$ cat config.mk
export PLATFORM = sky130hd
export DESIGN_NAME = tmr_duo
export DESIGN_NICKNAME = d
export VERILOG_FILES = /design/src/rtl/tmr_duo_pkg.sv /design/src/rtl/tmr_duo_sync.sv /design/src/rtl/tmr_duo_tick.sv /design/src/rtl/tmr_duo.sv
export SDC_FILE = /design/constraint.sdc
export NUM_CORES = 1
export LEC_CHECK = 0
export ABC_AREA = 1
export CAP_MARGIN = 20
export CORE_ASPECT_RATIO = 0.8
export CORE_MARGIN = 8
export CORE_UTILIZATION = 55
export DETAILED_ROUTE_END_ITERATION = 10
export DONT_BUFFER_PORTS = 1
export MAX_ROUTING_LAYER = met4
export PLACE_DENSITY = 0.77
export SLEW_MARGIN = 20
export SYNTH_ARGS = -nofsm -noshare
export SYNTH_HDL_FRONTEND = slang
export SYNTH_SLANG_ARGS = --single-unit
$ cat constraint.sdc
create_clock -name clk -period 2.4 [get_ports clk]
set_input_delay 0.24 -clock clk [delete_from_list [all_inputs] [get_ports clk]]
set_output_delay 0.24 -clock clk [all_outputs]
set_load 0.02 [all_outputs]
$ cat src/rtl/tmr_duo_pkg.sv
package tmr_duo_pkg;

   localparam int CTL_W   = 16;
   localparam int B_ON    = 15;
   localparam int B_GATE  = 7;
   localparam int B_PS_LO = 4;
   localparam int PS_W    = 3;
   localparam int B_PAIR  = 3;
   localparam int B_SRC   = 1;
   localparam int PRE_W   = 8;

   typedef enum logic [1:0] {
      SEL_CTL  = 2'd0,
      SEL_CNT  = 2'd1,
      SEL_PER  = 2'd2,
      SEL_NONE = 2'd3
   } reg_sel_e;

   typedef struct packed {
      logic            on;
      logic            gate;
      logic [PS_W-1:0] ps;
      logic            src;
   } ctl_t;

   function automatic ctl_t ctl_decode(input logic [CTL_W-1:0] w);
      ctl_t c;
      c.on   = w[B_ON];
      c.gate = w[B_GATE];
      c.ps   = w[B_PS_LO +: PS_W];
      c.src  = w[B_SRC];
      return c;
   endfunction

   // terminal value of the prescale counter (ratio minus one)
   function automatic logic [PRE_W-1:0] ps_limit(input logic [PS_W-1:0] code);
      logic [PRE_W:0] r;
      r = (code == 3'd7) ? (PRE_W+1)'(256) : ((PRE_W+1)'(1) << code);
      return PRE_W'(r - (PRE_W+1)'(1));
   endfunction

endpackage

$ cat src/rtl/tmr_duo_sync.sv
module tmr_duo_sync #(
   parameter int STAGES = 2
) (
   input  logic clk,
   input  logic rst_n,
   input  logic d,
   output logic q
);
   generate
      if (STAGES < 2) begin : g_bad_stages
         $error("tmr_duo_sync: STAGES must be at least 2");
      end
   endgenerate

   logic [STAGES-1:0] sh_q;

   always_ff @(posedge clk) begin
      if (!rst_n) sh_q <= '0;
      else        sh_q <= {sh_q[STAGES-2:0], d};
   end

   assign q = sh_q[STAGES-1];
endmodule

$ cat src/rtl/tmr_duo_tick.sv
module tmr_duo_tick
   import tmr_duo_pkg::*;
#(
   parameter int SYNC_STAGES = 2
) (
   input  logic            clk,
   input  logic            rst_n,
   input  logic            en,
   input  logic            restart,
   input  logic            use_pin,
   input  logic            gate,
   input  logic [PS_W-1:0] ps_code,
   input  logic            pin,
   output logic            tick
);
   logic             pin_s;
   logic             pin_prev_q;
   logic             raw;
   logic             hit;
   logic [PRE_W-1:0] pre_q;

   tmr_duo_sync #(.STAGES(SYNC_STAGES)) u_sync (
      .clk   (clk),
      .rst_n (rst_n),
      .d     (pin),
      .q     (pin_s)
   );

   always_ff @(posedge clk) begin
      if (!rst_n) pin_prev_q <= 1'b0;
      else        pin_prev_q <= pin_s;
   end

   always_comb begin
      if (use_pin)   raw = pin_s & ~pin_prev_q;
      else if (gate) raw = pin_s;
      else           raw = 1'b1;
   end

   assign hit  = en & raw & (pre_q == ps_limit(ps_code));
   assign tick = hit & ~restart;

   always_ff @(posedge clk) begin
      if (!rst_n)              pre_q <= '0;
      else if (!en || restart) pre_q <= '0;
      else if (raw)            pre_q <= hit ? '0 : pre_q + 1'b1;
   end
endmodule

$ cat src/rtl/tmr_duo.sv
module tmr_duo
   import tmr_duo_pkg::*;
#(
   parameter int HALF_W      = 16,
   parameter int SYNC_STAGES = 2
) (
   input  logic              clk,
   input  logic              rst_n,
   input  logic              pin_even,
   input  logic              pin_odd,
   input  logic              wr_en,
   input  logic              wr_tmr,
   input  logic [1:0]        wr_reg,
   input  logic [HALF_W-1:0] wr_data,
   input  logic [1:0]        flag_clr,
   output logic [HALF_W-1:0] count_even,
   output logic [HALF_W-1:0] count_odd,
   output logic              flag_even,
   output logic              flag_odd,
   output logic              adc_trig
);
   localparam int NT = 2;

   generate
      if (HALF_W < CTL_W) begin : g_bad_width
         $error("tmr_duo: HALF_W must hold a full control word");
      end
   endgenerate

   ctl_t                         ctl_q [NT];
   logic                         pair_mode;
   logic [NT-1:0][HALF_W-1:0]    cnt_q, cnt_d, per_q;
   logic [NT-1:0]                flag_q, flag_d, set_d;
   logic [NT-1:0]                tick, match, wr_cnt, wr_ctl, wr_per;
   logic [NT-1:0]                pins;
   logic                         trig_q, trig_d;

   assign pins = {pin_odd, pin_even};

   always_comb begin
      for (int i = 0; i < NT; i++) begin
         wr_ctl[i] = wr_en && (wr_tmr == 1'(i)) && (wr_reg == SEL_CTL);
         wr_cnt[i] = wr_en && (wr_tmr == 1'(i)) && (wr_reg == SEL_CNT);
         wr_per[i] = wr_en && (wr_tmr == 1'(i)) && (wr_reg == SEL_PER);
         match[i]  = (cnt_q[i] == per_q[i]);
      end
   end

   // per-timer tick sources; the odd unit sleeps while the pair is fused
   for (genvar g = 0; g < NT; g++) begin : g_unit
      logic en_g;
      if (g == 0) begin : g_lead
         assign en_g = ctl_q[g].on;
      end else begin : g_follow
         assign en_g = ctl_q[g].on & ~pair_mode;
      end
      tmr_duo_tick #(.SYNC_STAGES(SYNC_STAGES)) u_tick (
         .clk     (clk),
         .rst_n   (rst_n),
         .en      (en_g),
         .restart (wr_ctl[g]),
         .use_pin (ctl_q[g].src),
         .gate    (ctl_q[g].gate),
         .ps_code (ctl_q[g].ps),
         .pin     (pins[g]),
         .tick    (tick[g])
      );
   end

   always_comb begin
      cnt_d  = cnt_q;
      set_d  = '0;
      trig_d = 1'b0;
      if (pair_mode) begin
         if (!(|wr_cnt) && tick[0]) begin
            if (match[0] && match[1]) begin
               cnt_d  = '0;
               set_d[1] = 1'b1;
               trig_d = 1'b1;
            end else begin
               cnt_d[0] = cnt_q[0] + 1'b1;
               if (&cnt_q[0]) cnt_d[1] = cnt_q[1] + 1'b1;
            end
         end
      end else begin
         for (int i = 0; i < NT; i++) begin
            if (!wr_cnt[i] && tick[i]) begin
               if (match[i]) begin
                  cnt_d[i] = '0;
                  set_d[i] = 1'b1;
               end else begin
                  cnt_d[i] = cnt_q[i] + 1'b1;
               end
            end
         end
         trig_d = set_d[1];
      end
      for (int i = 0; i < NT; i++) begin
         if (wr_cnt[i]) cnt_d[i] = wr_data;
         flag_d[i] = (flag_q[i] & ~flag_clr[i]) | set_d[i];
      end
   end

   always_ff @(posedge clk) begin
      if (!rst_n) begin
         cnt_q     <= '0;
         per_q     <= '0;
         flag_q    <= '0;
         trig_q    <= 1'b0;
         pair_mode <= 1'b0;
         for (int i = 0; i < NT; i++) ctl_q[i] <= '0;
      end else begin
         cnt_q  <= cnt_d;
         flag_q <= flag_d;
         trig_q <= trig_d;
         for (int i = 0; i < NT; i++) begin
            if (wr_ctl[i]) ctl_q[i] <= ctl_decode(wr_data[CTL_W-1:0]);
            if (wr_per[i]) per_q[i] <= wr_data;
         end
         if (wr_ctl[0]) pair_mode <= wr_data[B_PAIR];
      end
   end

   assign count_even = cnt_q[0];
   assign count_odd  = cnt_q[1];
   assign flag_even  = flag_q[0];
   assign flag_odd   = flag_q[1];
   assign adc_trig   = trig_q;
endmodule

==> flow_metrics.env <==
export IMPL_syn_nets=930
export IMPL_drive_gt1_share_pct=12.5
export IMPL_die_h_um=109
export IMPL_crit_chain="inv_2 -> nand2_1 -> inv_2 -> nand2_1 -> ha_4 -> inv_1 -> nand2_1 -> nand3_1 -> nor2_1 -> nand3_1 -> nor2_2 -> nand3_2 -> nand2_2 -> nor2_2 -> buf_12 -> nor2_1 -> nor2_1"
export IMPL_coreArea_um2=10700
export IMPL_ios=61
export IMPL_netlist_top_cells_count="252 x nand2_1, 134 x nor2_1, 90 x dfxtp_1"
export IMPL_total_power_uw=3850
export IMPL_clockRootBuffer="clkbuf_16"
export IMPL_synth_edf_count=12
export IMPL_fp_dieW_um=132
export IMPL_hold_violations=0
export IMPL_ff2ff_setup_slack_ns=0.12
export IMPL_yosysUniqueCellTypes=42
export IMPL_synth_seq_cells=102
export IMPL_vias_per_cell=5.33
export IMPL_vias=5773
export IMPL_criticalPathCategory="reg -> reg"
export IMPL_critical_path_buf_inv_count=4
export IMPL_grt_pass1_vias=5346
export IMPL_synthFlopType="dfxtp_1"
export IMPL_required_ns=2.65
export IMPL_power_density_nw_per_um2=564
export IMPL_cp_start_kind="flop"
export IMPL_drt_iter0_drc=453
export IMPL_cp_top_family="simple AND/OR/NAND/NOR gates"
export IMPL_clk_path_buf_depth=2
export IMPL_synth_area_per_cell_um2=6.63
export IMPL_wl_mm=16.0
export IMPL_placed_cells=1059
export IMPL_syn_to_final_growth_pct=14.6
export IMPL_switching_share_pct=26.4
export IMPL_async_reset_ff_share_pct=0
export IMPL_critPathMaxStageDelay_ns=0.44
export IMPL_dp_hpwl_mm=11.6
export IMPL_antenna_found_initial=0
export IMPL_grt_pass1_wl_mm=26.1
export IMPL_synthCells=898
export IMPL_setup_tns_ns=0
export IMPL_synth_most_common_cell="nand2_1"
export IMPL_p_leak_uw=0.00309
export IMPL_cp_max_fo=15
export IMPL_p_clk_share_pct=39.7
export IMPL_diodes=0
export IMPL_cp_arrival_ns=2.54
export IMPL_cts_sinks=102
export IMPL_fin_crit_ns=2.28
export IMPL_synth_top_cells_by_area="dfxtp_1 30%, nand2_1 16%, nor2_1 8.4%"
export IMPL_rsz0062_at_grt="yes"
export IMPL_drcViolationCount=0
export IMPL_insertion_delay_ns=0.35
export IMPL_slowest_stage="edfxtp_1"
export IMPL_synth_top_area_share_pct=30.2
export IMPL_p_int_uw=2840
export IMPL_portBuffers=0
export IMPL_post_route_util_pct=63.7
export IMPL_row_count=34
export IMPL_seq_power_share_pct=47.1
export IMPL_cp_end_kind="flop"
export IMPL_finalClockSkew_ns=0.00981
export IMPL_numCtsBuffers=9
export IMPL_hold_path_class="in -> reg"
export IMPL_layout_cells_non_filler=1083
export IMPL_grt_ovfl_total=0
export IMPL_synth_area_um2=5960
export IMPL_p_switching_uw=1020
export IMPL_slew_violations=0
export IMPL_final_net_count=967
export IMPL_status="finished, final reports clean"
export IMPL_clkTransAtPathRegs_ns=0.07
export IMPL_ant_nets=0
export IMPL_ctsHtreeMaxLevel=3
export IMPL_dr_pass1_iters=5
export IMPL_finalSetupViolCount=0
export IMPL_finalCritPeriodShare_pct=95.2
export IMPL_die_area_um2=14400
export IMPL_yosys_area_top_type="dfxtp_1"
export IMPL_gp_congestion=0.981
export IMPL_postPlaceCellArea_um2=6340
export IMPL_initial_utilization_pct=55.6
export IMPL_grt_max_degree=61
export IMPL_yosysSeqAreaShare_pct=36.3
export IMPL_wl_per_cell_um=14.7
export IMPL_vdd_drop_max_mv=0.322
export IMPL_share_comb_of_total_power_pct=13.2
export IMPL_slew_headroom_pct=58.3
export IMPL_worstMarginPinSlew_ns=0.625
export IMPL_max_cap_viol_count=0
export IMPL_grtUsageTotal_pct=22.7
export IMPL_final_area_um2=6830
export IMPL_cts_tree="done"
export IMPL_yosysWarnings=0
export IMPL_fmax_ghz=0.438
## stage by stage
step | setup WS [ns] | hold slack [ns]
floorplan | 0.212 | 0.338
global placement | 0.0456 | 0.343
detailed placement | -0.0199 | 0.349
CTS | 0.0394 | 0.00116
global route | -0.0816 | 0.00260
finish | 0.116 | 0.00477
## cell usage in the layout, fill, tap and decap left out, types with 7 or more instances in the layout
cell type / count
clkbuf_16: 12
inv_2: 13
nand3_2: 11
dfxtp_1: 90
xor2_1: 26
nand4_1: 17
xnor2_1: 26
nand2_1: 248
nor2_1: 131
nor2_2: 8
o21ai_0: 61
buf_4: 44
nor3_1: 10
nand3_1: 40
nand2_2: 7
inv_1: 86
edfxtp_1: 12
a21oi_1: 39
nand3b_1: 7
## power by group through the flow
stage / Clock (uW) / Combinational (uW) / Sequential, uW
after floorplan: 0 / 351 / 1870
after global placement: 0 / 462 / 1850
after detailed placement: 0 / 469 / 1850
after CTS: 1550 / 480 / 1820
after global routing: 1620 / 573 / 1820
final: 1530 / 510 / 1820
## sequential cells by signal, indices dropped and copies added (netlist names), 2 cells and up
| register | flops |
|---|---|
| count_even | 16 |
| g_unit.u_tick.pin_prev_q | 2 |
| ctl_q | 12 |
| per_q | 32 |
| g_unit.u_tick.pre_q | 16 |
| count_odd | 16 |
| flag_q | 2 |
| g_unit.u_tick.u_sync.sh_q | 4 |
## timing repair
item                                    CTS  global route
hold buffers                              3             0
gates resized for setup                   1            21
endpoints found under the setup margin    1            43
setup buffers                             1             4
hold endpoints to repair                  4             0
cloned                                    0             1
pin swaps                                 0             9
## layout make-up
type	count	area, um^2
fillers	1022	3890
multi-input cells	666	3330
flip-flops and latches	102	2160
well taps	144	180
clock buffers	14	307
repair buffers	52	448
clock inverters	1	6.26
inverters	104	398
## cells by family (layout without fill, tap and decap cells)
kind of cell | Yosys count | after routing | share of synthesized area [%]
simple gates | 495 | 495 | 35.8
buf+inv | 130 | 171 | 9.09
compound gates | 112 | 112 | 9.77
flops | 102 | 102 | 36.3
xor+xnor | 53 | 53 | 7.79
fa+ha+maj | 6 | 6 | 1.26
## final timing paths
path,start,endpoint,cells past startpoint
hold reg to reg,g_unit[0].u_tick.u_sync.sh_q[0]$_SDFF_PN0_,g_unit[0].u_tick.u_sync.sh_q[1]$_SDFF_PN0_,2
hold / removal,rst_n,g_unit[1].u_tick.pin_prev_q$_SDFF_PN0_,2
setup reg to reg,ctl_q[0][8]$_DFFE_PP_,count_odd[6]$_SDFFE_PN0P_,17
setup / recovery,ctl_q[0][8]$_DFFE_PP_,count_odd[6]$_SDFFE_PN0P_,17
## layer usage
metal,vias up,GRT usage (%),wire length (um)
met4,0,6.22,283
met3,27,6.03,1280
li1,2917,-,-
met1,2639,27.6,7210
met5,-,-,0
met2,190,36.7,7170
Power figures use the tool's default switching activity.
